**src/rtl/ea_pkg.sv**
```systemverilog
package ea_pkg;
   localparam int MODE_W = 3;

   localparam logic [MODE_W-1:0] AM_IMM = 3'd0;
   localparam logic [MODE_W-1:0] AM_DIR = 3'd1;
   localparam logic [MODE_W-1:0] AM_EXT = 3'd2;
   localparam logic [MODE_W-1:0] AM_REL = 3'd3;
   localparam logic [MODE_W-1:0] AM_IDX = 3'd4;

   typedef enum logic [2:0] {
      ST_IDLE,
      ST_FETCH1,
      ST_FETCH2,
      ST_TAIL,
      ST_DONE
   } seq_st_e;

   // number of bytes that follow the opcode for a given mode
   function automatic logic [1:0] trail_bytes(logic [MODE_W-1:0] m);
      case (m)
         AM_IMM, AM_DIR, AM_REL: trail_bytes = 2'd1;
         AM_EXT:                 trail_bytes = 2'd2;
         default:                trail_bytes = 2'd0;
      endcase
   endfunction
endpackage

```
**src/rtl/ea_seq.sv**
```systemverilog
module ea_seq
   import ea_pkg::*;
#(
   parameter int ADDR_W = 16,
   parameter int DATA_W = 8
) (
   input  logic              clk,
   input  logic              rst,
   input  logic              start_i,
   input  logic [MODE_W-1:0] mode_i,
   input  logic [ADDR_W-1:0] opc_i,
   input  logic [DATA_W-1:0] index_i,
   input  logic              taken_i,
   input  logic [DATA_W-1:0] mem_data_i,
   output logic              mem_rd_o,
   output logic [ADDR_W-1:0] mem_addr_o,
   output logic              busy_o,
   output logic              done_o,
   output logic [MODE_W-1:0] mode_q,
   output logic [ADDR_W-1:0] opc_q,
   output logic [DATA_W-1:0] idx_q,
   output logic              taken_q,
   output logic [DATA_W-1:0] byte1_q,
   output logic [DATA_W-1:0] byte2_q
);
   seq_st_e st_q, st_d;
   logic    two_bytes;

   assign two_bytes = (trail_bytes(mode_q) == 2'd2);

   always_comb begin
      st_d = st_q;
      case (st_q)
         ST_IDLE:   if (start_i) st_d = (trail_bytes(mode_i) == 2'd0) ? ST_DONE : ST_FETCH1;
         ST_FETCH1: st_d = ST_FETCH2;
         ST_FETCH2: st_d = two_bytes ? ST_TAIL : ST_DONE;
         ST_TAIL:   st_d = ST_DONE;
         ST_DONE:   st_d = ST_IDLE;
         default:   st_d = ST_IDLE;
      endcase
   end

   always_ff @(posedge clk) begin
      if (rst) begin
         st_q    <= ST_IDLE;
         mode_q  <= '0;
         opc_q   <= '0;
         idx_q   <= '0;
         taken_q <= 1'b0;
         byte1_q <= '0;
         byte2_q <= '0;
      end else begin
         st_q <= st_d;
         if (st_q == ST_IDLE && start_i) begin
            mode_q  <= mode_i;
            opc_q   <= opc_i;
            idx_q   <= index_i;
            taken_q <= taken_i;
            byte1_q <= '0;
            byte2_q <= '0;
         end
         if (st_q == ST_FETCH2) byte1_q <= mem_data_i;
         if (st_q == ST_TAIL)   byte2_q <= mem_data_i;
      end
   end

   assign mem_rd_o   = (st_q == ST_FETCH1) || (st_q == ST_FETCH2 && two_bytes);
   assign mem_addr_o = (st_q == ST_FETCH2) ? opc_q + ADDR_W'(2) : opc_q + ADDR_W'(1);
   assign busy_o     = (st_q != ST_IDLE);
   assign done_o     = (st_q == ST_DONE);
endmodule

```
**src/rtl/ea_calc.sv**
```systemverilog
module ea_calc
   import ea_pkg::*;
#(
   parameter int ADDR_W = 16,
   parameter int DATA_W = 8
) (
   input  logic [MODE_W-1:0] mode_i,
   input  logic [ADDR_W-1:0] opc_i,
   input  logic [DATA_W-1:0] idx_i,
   input  logic              taken_i,
   input  logic [DATA_W-1:0] b1_i,
   input  logic [DATA_W-1:0] b2_i,
   output logic [ADDR_W-1:0] ea_o,
   output logic [DATA_W-1:0] operand_o,
   output logic [1:0]        len_o,
   output logic [ADDR_W-1:0] next_pc_o,
   output logic              illegal_o
);
   localparam int HI_W = ADDR_W - DATA_W;

   logic [ADDR_W-1:0] page0_b1, page0_idx, rel_off, ext_addr, seq_pc, tgt;

   assign page0_b1  = {{HI_W{1'b0}}, b1_i};
   assign page0_idx = {{HI_W{1'b0}}, idx_i};
   assign rel_off   = {{HI_W{b1_i[DATA_W-1]}}, b1_i};

   generate
      if (ADDR_W == 2*DATA_W) begin : g_ext_exact
         assign ext_addr = {b1_i, b2_i};
      end else begin : g_ext_pad
         assign ext_addr = {{(ADDR_W-2*DATA_W){1'b0}}, b1_i, b2_i};
      end
   endgenerate

   always_comb begin
      len_o = 2'd1;
      case (mode_i)
         AM_IMM, AM_DIR, AM_REL: len_o = 2'd2;
         AM_EXT:                 len_o = 2'd3;
         default:                len_o = 2'd1;
      endcase
   end

   assign seq_pc = opc_i + {{(ADDR_W-2){1'b0}}, len_o};
   assign tgt    = seq_pc + rel_off;

   always_comb begin
      ea_o      = '0;
      operand_o = '0;
      next_pc_o = seq_pc;
      illegal_o = 1'b0;
      case (mode_i)
         AM_IMM: begin
            ea_o      = opc_i + ADDR_W'(1);
            operand_o = b1_i;
         end
         AM_DIR: ea_o = page0_b1;
         AM_EXT: ea_o = ext_addr;
         AM_REL: begin
            ea_o = tgt;
            if (taken_i) next_pc_o = tgt;
         end
         AM_IDX: ea_o = page0_idx;
         default: illegal_o = 1'b1;
      endcase
   end
endmodule

```
**src/rtl/ea_gen_unit.sv**
```systemverilog
module ea_gen_unit
   import ea_pkg::*;
#(
   parameter int ADDR_W = 16,
   parameter int DATA_W = 8
) (
   input  logic              clk,
   input  logic              rst,
   input  logic              start_i,
   input  logic [MODE_W-1:0] mode_i,
   input  logic [ADDR_W-1:0] opc_addr_i,
   input  logic [DATA_W-1:0] index_i,
   input  logic              taken_i,
   output logic              mem_rd_o,
   output logic [ADDR_W-1:0] mem_addr_o,
   input  logic [DATA_W-1:0] mem_data_i,
   output logic              busy_o,
   output logic              done_o,
   output logic              illegal_o,
   output logic [ADDR_W-1:0] ea_o,
   output logic [DATA_W-1:0] operand_o,
   output logic [1:0]        len_o,
   output logic [ADDR_W-1:0] next_pc_o
);
   generate
      if (DATA_W < 2) begin : g_bad_data
         $error("ea_gen_unit: DATA_W must be at least 2");
      end
      if (ADDR_W < 2*DATA_W) begin : g_bad_addr
         $error("ea_gen_unit: ADDR_W must hold two data bytes");
      end
   endgenerate

   logic [MODE_W-1:0] mode_q;
   logic [ADDR_W-1:0] opc_q;
   logic [DATA_W-1:0] idx_q, byte1_q, byte2_q;
   logic              taken_q, bad_mode;

   ea_seq #(.ADDR_W(ADDR_W), .DATA_W(DATA_W)) u_seq (
      .clk(clk), .rst(rst), .start_i(start_i), .mode_i(mode_i),
      .opc_i(opc_addr_i), .index_i(index_i), .taken_i(taken_i),
      .mem_data_i(mem_data_i), .mem_rd_o(mem_rd_o), .mem_addr_o(mem_addr_o),
      .busy_o(busy_o), .done_o(done_o), .mode_q(mode_q), .opc_q(opc_q),
      .idx_q(idx_q), .taken_q(taken_q), .byte1_q(byte1_q), .byte2_q(byte2_q)
   );

   ea_calc #(.ADDR_W(ADDR_W), .DATA_W(DATA_W)) u_calc (
      .mode_i(mode_q), .opc_i(opc_q), .idx_i(idx_q), .taken_i(taken_q),
      .b1_i(byte1_q), .b2_i(byte2_q), .ea_o(ea_o), .operand_o(operand_o),
      .len_o(len_o), .next_pc_o(next_pc_o), .illegal_o(bad_mode)
   );

   assign illegal_o = done_o && bad_mode;

   AST_RESET_QUIET: assert property (@(posedge clk) rst |=> (!done_o && !busy_o && !mem_rd_o));
   AST_DONE_SINGLE: assert property (@(posedge clk) disable iff (rst) done_o |=> !done_o);
   AST_READ_IN_FETCH: assert property (@(posedge clk) disable iff (rst) mem_rd_o |-> (busy_o && !done_o));
   AST_IMM_RESULT: assert property (@(posedge clk) disable iff (rst)
      (done_o && mode_q == AM_IMM) |-> (ea_o == opc_q + ADDR_W'(1) && operand_o == byte1_q && len_o == 2'd2));
   AST_DIR_PAGE0: assert property (@(posedge clk) disable iff (rst)
      (done_o && mode_q == AM_DIR) |-> (ea_o[ADDR_W-1:DATA_W] == '0 && ea_o[DATA_W-1:0] == byte1_q));
   AST_EXT_LEN: assert property (@(posedge clk) disable iff (rst)
      (done_o && mode_q == AM_EXT) |-> (len_o == 2'd3 && next_pc_o == opc_q + ADDR_W'(3)));
   AST_REL_TAKEN: assert property (@(posedge clk) disable iff (rst)
      (done_o && mode_q == AM_REL && taken_q) |-> (next_pc_o == ea_o));
   AST_REL_SKIP: assert property (@(posedge clk) disable iff (rst)
      (done_o && mode_q == AM_REL && !taken_q) |-> (next_pc_o == opc_q + ADDR_W'(2)));
   AST_IDX_PAGE0: assert property (@(posedge clk) disable iff (rst)
      (done_o && mode_q == AM_IDX) |-> (ea_o[ADDR_W-1:DATA_W] == '0 && len_o == 2'd1));
   AST_ILLEGAL_ZERO: assert property (@(posedge clk) disable iff (rst)
      illegal_o |-> (done_o && ea_o == '0 && len_o == 2'd1));
endmodule

```
**config.mk**
```make
export PLATFORM = sky130hd
export DESIGN_NAME = ea_gen_unit
export DESIGN_NICKNAME = d
export VERILOG_FILES = /design/src/rtl/ea_pkg.sv /design/src/rtl/ea_seq.sv /design/src/rtl/ea_calc.sv /design/src/rtl/ea_gen_unit.sv
export SDC_FILE = /design/constraint.sdc
export NUM_CORES = 1
export LEC_CHECK = 0
export ABC_AREA = 1
export BUFFER_PORTS_ARGS = -buffer_cell sky130_fd_sc_hd__buf_2
export CAP_MARGIN = 20
export CELL_PAD_IN_SITES_DETAIL_PLACEMENT = 0
export CELL_PAD_IN_SITES_GLOBAL_PLACEMENT = 2
export CORE_MARGIN = 10
export CORE_UTILIZATION = 31
export CTS_CLUSTER_SIZE = 14
export DETAILED_ROUTE_END_ITERATION = 7
export HOLD_SLACK_MARGIN = 0.15
export MAX_ROUTING_LAYER = met4
export PLACE_DENSITY_LB_ADDON = 0.25
export SLEW_MARGIN = 20
export SYNTH_ARGS = -nofsm -noshare
export SYNTH_HDL_FRONTEND = slang
export SYNTH_HIERARCHICAL = 1
export SYNTH_SLANG_ARGS = --single-unit
```
**constraint.sdc**
```tcl
create_clock -name clk -period 8.6 [get_ports clk]
set_clock_uncertainty 0.15 [all_clocks]
set_input_delay 1.29 -clock clk [delete_from_list [all_inputs] [get_ports clk]]
set_output_delay 1.29 -clock clk [all_outputs]
set_load 0.1 [all_outputs]
```
== Word-level counts from Yosys, hierarchy flattened ==
Cells that the tools add are included.

* Memories kept: 0
* Bits in writable memories: 0
* Register bits: 47
* Memory bits (read-only): 0
* Input port bits: 39
* Latch bits: 0

* Equality and inequality tests: 13
* Shift operators: 0
* Add/sub/neg operators: 4
* Divide/modulo/power cells: 0
* Bitwise operators: 0
* Mux-type cells: 18
* Reduce and logical (&&, ||, !) cells: 14
* $lt $le $gt $ge: 0
* Multipliers: 0

{| class="wikitable"
|+ Operators with widths
! operator !! number
|-
| $pmux W16 S5 || 1
|-
| $mux W16 || 3
|-
| $mux W8 || 4
|-
| $eq A3 B2 Y1 const B || 6
|-
| $add A16 B1 Y16 const B || 1
|-
| $add A16 B16 Y16 || 1
|-
| $add A16 B2 Y16 || 1
|-
| $add A16 B2 Y16 const B || 1
|-
| $pmux W2 S2 || 3
|-
| $pmux W3 S4 || 1
|-
| $eq A3 B1 Y1 const B || 3
|-
| $logic_not A3 Y1 || 3
|-
| $mux W3 || 3
|-
| $eq A3 B3 Y1 const B || 2
|-
| $reduce_or A3 Y1 || 2
|-
| $reduce_or A5 Y1 || 1
|-
| $mux W2 || 2
|-
| $reduce_bool A2 Y1 || 2
|-
| $logic_and A1 B1 Y1 || 3
|-
| $reduce_bool A3 Y1 || 1
|-
| $eq A2 B2 Y1 const B || 1
|-
| $logic_not A2 Y1 || 1
|-
| $ne A2 B2 Y1 const B || 1
|-
| $logic_or A1 B1 Y1 || 1
|-
| $mux W1 || 1
|}

== Logic depth before layout (Yosys ltp) ==
* Word-level depth: 9
* Gate-level depth with buffers: 24
* Gate-level depth less buffers: 24

== Hierarchy ==
The synthesis kept the hierarchy.

{| class="wikitable"
|+ Modules (own cells, without submodules)
! module !! cells each !! sequential area each (sq um) !! times used !! area an instance (sq um)
|-
| ea_seq || 313 || 940.9 || 1 || 2,230.9
|-
| ea_calc || 409 || 0.0 || 1 || 2,173.3
|-
| ea_gen_unit || 2 || 0.0 || 1 || 7.5
|}

== Least setup slack after synthesis ==
Ideal clock, no wire load.

* Kind: register to output
* Start: register u_seq.mode_q[1]
* End: output ea_o[5]
* Data required time: 7.160 ns
* Path slack: 0.310 ns
* Stages on the path, launching flop included: 18
* Buffers on the path: 0
* Data arrival time: 6.850 ns
* Cells stage by stage: dfxtp_1 -> inv_1 -> o21ai_0 -> ha_1 -> inv_1 -> fa_1 -> inv_1 -> nand2_1 -> o21ai_0 -> inv_1 -> ha_1 -> nand2_1 -> nand2_1 -> inv_1 -> nand2_1 -> xor2_1 -> inv_1 -> o21ai_0

* Cells in the longest elaborated chain, start to end: 6
* Elaborated cells on any way between the ends: 10

{| class="wikitable"
|+ RTL lines
! item !! line !! text
|-
| from (decl) || ea_seq.sv:19 || <nowiki>output logic [MODE_W-1:0] mode_q,</nowiki>
|-
| from (signal assigned) || ea_seq.sv:55 || <nowiki>mode_q <= mode_i;</nowiki>
|-
| $eq A3 B1 Y1 (tied with other cells) || ea_calc.sv:37 || <nowiki>case (mode_i)</nowiki>
|-
| $reduce_or A3 Y1 || ea_calc.sv:37 ||
|-
| $pmux W2 S2 (*) || ea_calc.sv:37 ||
|-
| net len_o[0] || ea_gen_unit.sv:22 || <nowiki>output logic [1:0] len_o,</nowiki>
|-
| $add A16 B2 Y16 (*) || ea_calc.sv:44 || <nowiki>assign seq_pc = opc_i + {{(ADDR_W-2){1'b0}}, len_o};</nowiki>
|-
| $add A16 B16 Y16 (*) || ea_calc.sv:45 || <nowiki>assign tgt = seq_pc + rel_off;</nowiki>
|-
| $pmux W16 S5 (*) || ea_calc.sv:52 || <nowiki>case (mode_i)</nowiki>
|-
| to (decl) || ea_gen_unit.sv:20 || <nowiki>output logic [ADDR_W-1:0] ea_o,</nowiki>
|}

Mark *: on every way through the listed nets, which the timed path passes. The rest lies on a longest branch.

== Worst setup path in the final report ==
* Start: register u_seq.mode_q[1]
* End: output next_pc_o[15]

* Cells in the longest elaborated chain, start to end: 7
* Elaborated cells on any way between the ends: 10

{| class="wikitable"
|+ RTL lines
! item !! line !! text
|-
| $eq A3 B1 Y1 (tied with other cells) || ea_calc.sv:37 ||
|-
| $reduce_or A3 Y1 || ea_calc.sv:37 ||
|-
| $pmux W2 S2 || ea_calc.sv:37 ||
|-
| $add A16 B2 Y16 || ea_calc.sv:44 ||
|-
| $add A16 B16 Y16 || ea_calc.sv:45 ||
|-
| $mux W16 || ea_calc.sv:61 || <nowiki>if (taken_i) next_pc_o = tgt;</nowiki>
|-
| $mux W16 (*) || ea_calc.sv:52 ||
|-
| to (decl) || ea_gen_unit.sv:23 || <nowiki>output logic [ADDR_W-1:0] next_pc_o</nowiki>
|}

Mark *: on every way between the ends. The rest lies on a longest branch, timed or not.

==> impl_metrics.json <==
{
  "core_area_mm2": 0.0139,
  "routed_via_density": 5.00,
  "synth_flop_cell": "dfxtp_1",
  "netlist.area_leader.share": 0.213,
  "grt_pass1_vias": 4834,
  "cts_buffer_depth": 2,
  "ys_seq_area_frac": 0.213,
  "vias": 4994,
  "synth_top_cell_by_area": "dfxtp_1",
  "p_int_mw": 0.418,
  "syn_to_final_growth_pct": 18.1,
  "cp_slowest_cell": "buf_2",
  "ir_drop_mv": 0.105,
  "hold_violations": 0,
  "overflow": 0,
  "hp-class": "reg -> reg",
  "grt_pass1_wl_um": 25600,
  "outcome": "finished clean",
  "synth-warning-count": 6,
  "setup-violations-final": 0,
  "routed_wl_um": 16400,
  "die_area_mm2": 0.0194,
  "combinationalPowerShare": 0.488,
  "drive_gt1_frac": 0.181,
  "synth-compound-area-share": 0.169,
  "fin_total_pwr_mw": 0.881,
  "start_util": 0.317,
  "synth_area_mm2": 0.00441,
  "crit_type": "reg -> out",
  "io_buffers": 100,
  "htree_levels": 2,
  "cts_hold_buf": 0,
  "grt.total_usage": 0.166,
  "finalCriticalPeriod_ns": 5.72,
  "grt_max_degree": 47,
  "finalMaxSlewViolations": 0,
  "max_freq_ghz": 0.175,
  "tns_ns": 0,
  "synth_seq_cells": 47,
  "crit_required_ns": 7.16,
  "timing.hold.ws_ns": 0.316,
  "drt_iter0_drc": 273,
  "max_slew_margin": 0.537,
  "ys_types": 49,
  "synth_top_family_by_area": "simple AND/OR/NAND/NOR gates",
  "synth-simple-area-share": 0.395,
  "worstMarginPinSlew_ns": 0.693,
  "end_kind": "output pin",
  "start_kind": "register",
  "antenna_left": 0,
  "arrival_ns": 4.28,
  "cp_max_fo": 5,
  "leakagePower_nw": 2.56,
  "row_count": 43,
  "antenna_found_initial": 0,
  "post_cts_buffers": 0,
  "cpPeakStageDelay_ns": 0.42,
  "syn_nets": 786,
  "cts_buffers": 5,
  "max-cap-violations": 0,
  "synthMuxAreaShare": 0,
  "io-pin-count": 101,
  "post_cts_resized": 0,
  "hpwl_um": 13400,
  "swShare": 0.526,
  "layout_common_cells": "nand2_1, buf_2, inv_1",
  "syn-instance-count": 724,
  "fp.dieH_um": 139,
  "cts_sinks": 47,
  "setup_ws_ns": 2.88,
  "path_cells": "inv_1 > o21ai_0 > ha_1 > inv_1 > fa_1 > inv_1 > nand2_1 > nor2_2 > nand2_1 > xor2_1 > inv_1 > ha_1 > a21oi_1 > nand2_1 > nand2_1 > nand2_1 > a21oi_1 > nand3_1 > nand2_1 > nand3_1 > nand2_1 > buf_2",
  "yosys-top-cells-area": "dfxtp_1, nand2_1, inv_1",
  "switchingPower_mw": 0.463,
  "final_common_cell": "nand2_1",
  "drc_errors": 0,
  "dieWidth_um": 139,
  "synth_edf_count": 0,
  "rsz0062_at_grt": "no",
  "p_seq_frac": 0.295,
  "clock_latency_ns": 0.29,
  "cp_common_cell": "nand2_1",
  "nNetsFinal": 880,
  "power_per_cell_area_mw_per_mm2": 169,
  "place_congestion": 0.899,
  "routedWlPerCell_um": 16.5,
  "cts_tree": "done",
  "synth.avg_cell_area_um2": 6.09,
  "min_period_over_period": 0.665,
  "clkTransAtPathRegs_ns": 0.06,
  "num_antenna_cells": 0,
  "pre_cts_ws_ns": 3.20,
  "pwr-share-clk": 0.217,
  "yosys.area_share.adder": 0.0686,
  "synth-async-reset-ratio": 0,
  "cts_root_buffer": "clkbuf_16",
  "synth-xor-area-share": 0.0496,
  "first_pass_iters": 5
}
layout make-up:
cell class | instances | area [µm²]
clock buffers | 6 | 129
repair buffers | 102 | 515
well taps | 180 | 225
multi-input cells | 563 | 3010
inverters | 99 | 378
fillers | 1619 | 8730
flip-flops and latches | 47 | 941
clock inverters | 2 | 12.5
sequential cells by signal, indices dropped and copies added, names as in the netlist:
name / count
u_seq/opc_q: 16
u_seq/byte1_q: 8
u_seq/byte2_q: 8
u_seq/idx_q: 8
u_seq/mode_q: 3
u_seq/st_q: 3
u_seq/taken_q: 1
logic make-up (layout without fill, tap and decap cells):
kind of cell	after synthesis	in the layout
simple gates	384	384
buf+inv	114	209
compound gates	131	131
fa+ha+maj	23	23
xor+xnor	25	25
flops	47	47
Yosys cell counts, types with 2 or more instances:
master / instances
nand2_1: 218
inv_1: 90
a21oi_1: 59
nor2_1: 56
nand3_1: 52
dfxtp_1: 47
o21ai_0: 40
ha_1: 21
xor2_1: 18
nand4_1: 13
nand2_2: 10
nor3_1: 8
nor2_2: 7
o211ai_1: 7
xnor2_1: 7
a221oi_1: 5
clkbuf_1: 5
nand3b_1: 5
o21ai_1: 5
buf_2: 4
inv_2: 4
a21o_1: 3
nand2_4: 3
nor2_4: 3
o21bai_1: 3
buf_6: 2
clkinv_1: 2
fa_1: 2
inv_4: 2
nand3_4: 2
nor3_4: 2
o221ai_1: 2
metal layers:
| layer | part of all wire | GRT usage |
|---|---|---|
| met5 | 0 | - |
| met4 | 0.012 | 0.0329 |
| met3 | 0.044 | 0.0279 |
| met2 | 0.49 | 0.288 |
| met1 | 0.45 | 0.197 |
power groups by stage:
stage                     sequential [mW]  combinational, mW  clock (mW)
after global routing                0.263              0.457       0.204
after detailed placement            0.265              0.433           0
final                               0.260              0.430       0.191
after floorplan                     0.254              0.352           0
after global placement              0.265              0.433           0
after CTS                           0.260              0.434       0.197
worst max-delay path: cells and delay by family (launching register included):
family	cells	cell delay, ns
DFF	1	0.39
xor gates and xnor gates	1	0.17
and+or+nand+nor	10	0.88
buffers and inverters	5	0.74
adders and majority gates	3	0.99
AOI/OAI and AO/OA	3	0.80
path summary, 6_finish.rpt:
path | startpoint | slack [ns] | to | cells past startpoint
max reg2reg | u_seq/st_q[0]$_SDFFE_PP0P_ | 6.83 | u_seq/byte1_q[7]$_SDFFE_PP0P_ | 6
max | u_seq/mode_q[1]$_SDFFE_PP0P_ | 2.88 | next_pc_o[15] | 22
min | u_seq/byte2_q[5]$_SDFFE_PP0P_ | 0.32 | u_seq/byte2_q[5]$_SDFFE_PP0P_ | 2
min reg2reg | u_seq/byte2_q[5]$_SDFFE_PP0P_ | 0.32 | u_seq/byte2_q[5]$_SDFFE_PP0P_ | 2
metrics by stage:
| stage | cell area [µm²] | util | instances |
|---|---|---|---|
| finish | 5210 | 0.374 | 999 |
| floorplan | 4410 | - | 724 |
| global placement | 5070 | 0.364 | 991 |
| detailed placement | 5070 | 0.364 | 991 |
| global route | 5210 | 0.374 | 999 |
| CTS | 5210 | 0.374 | 999 |
Power figures use the tool's default switching activity.
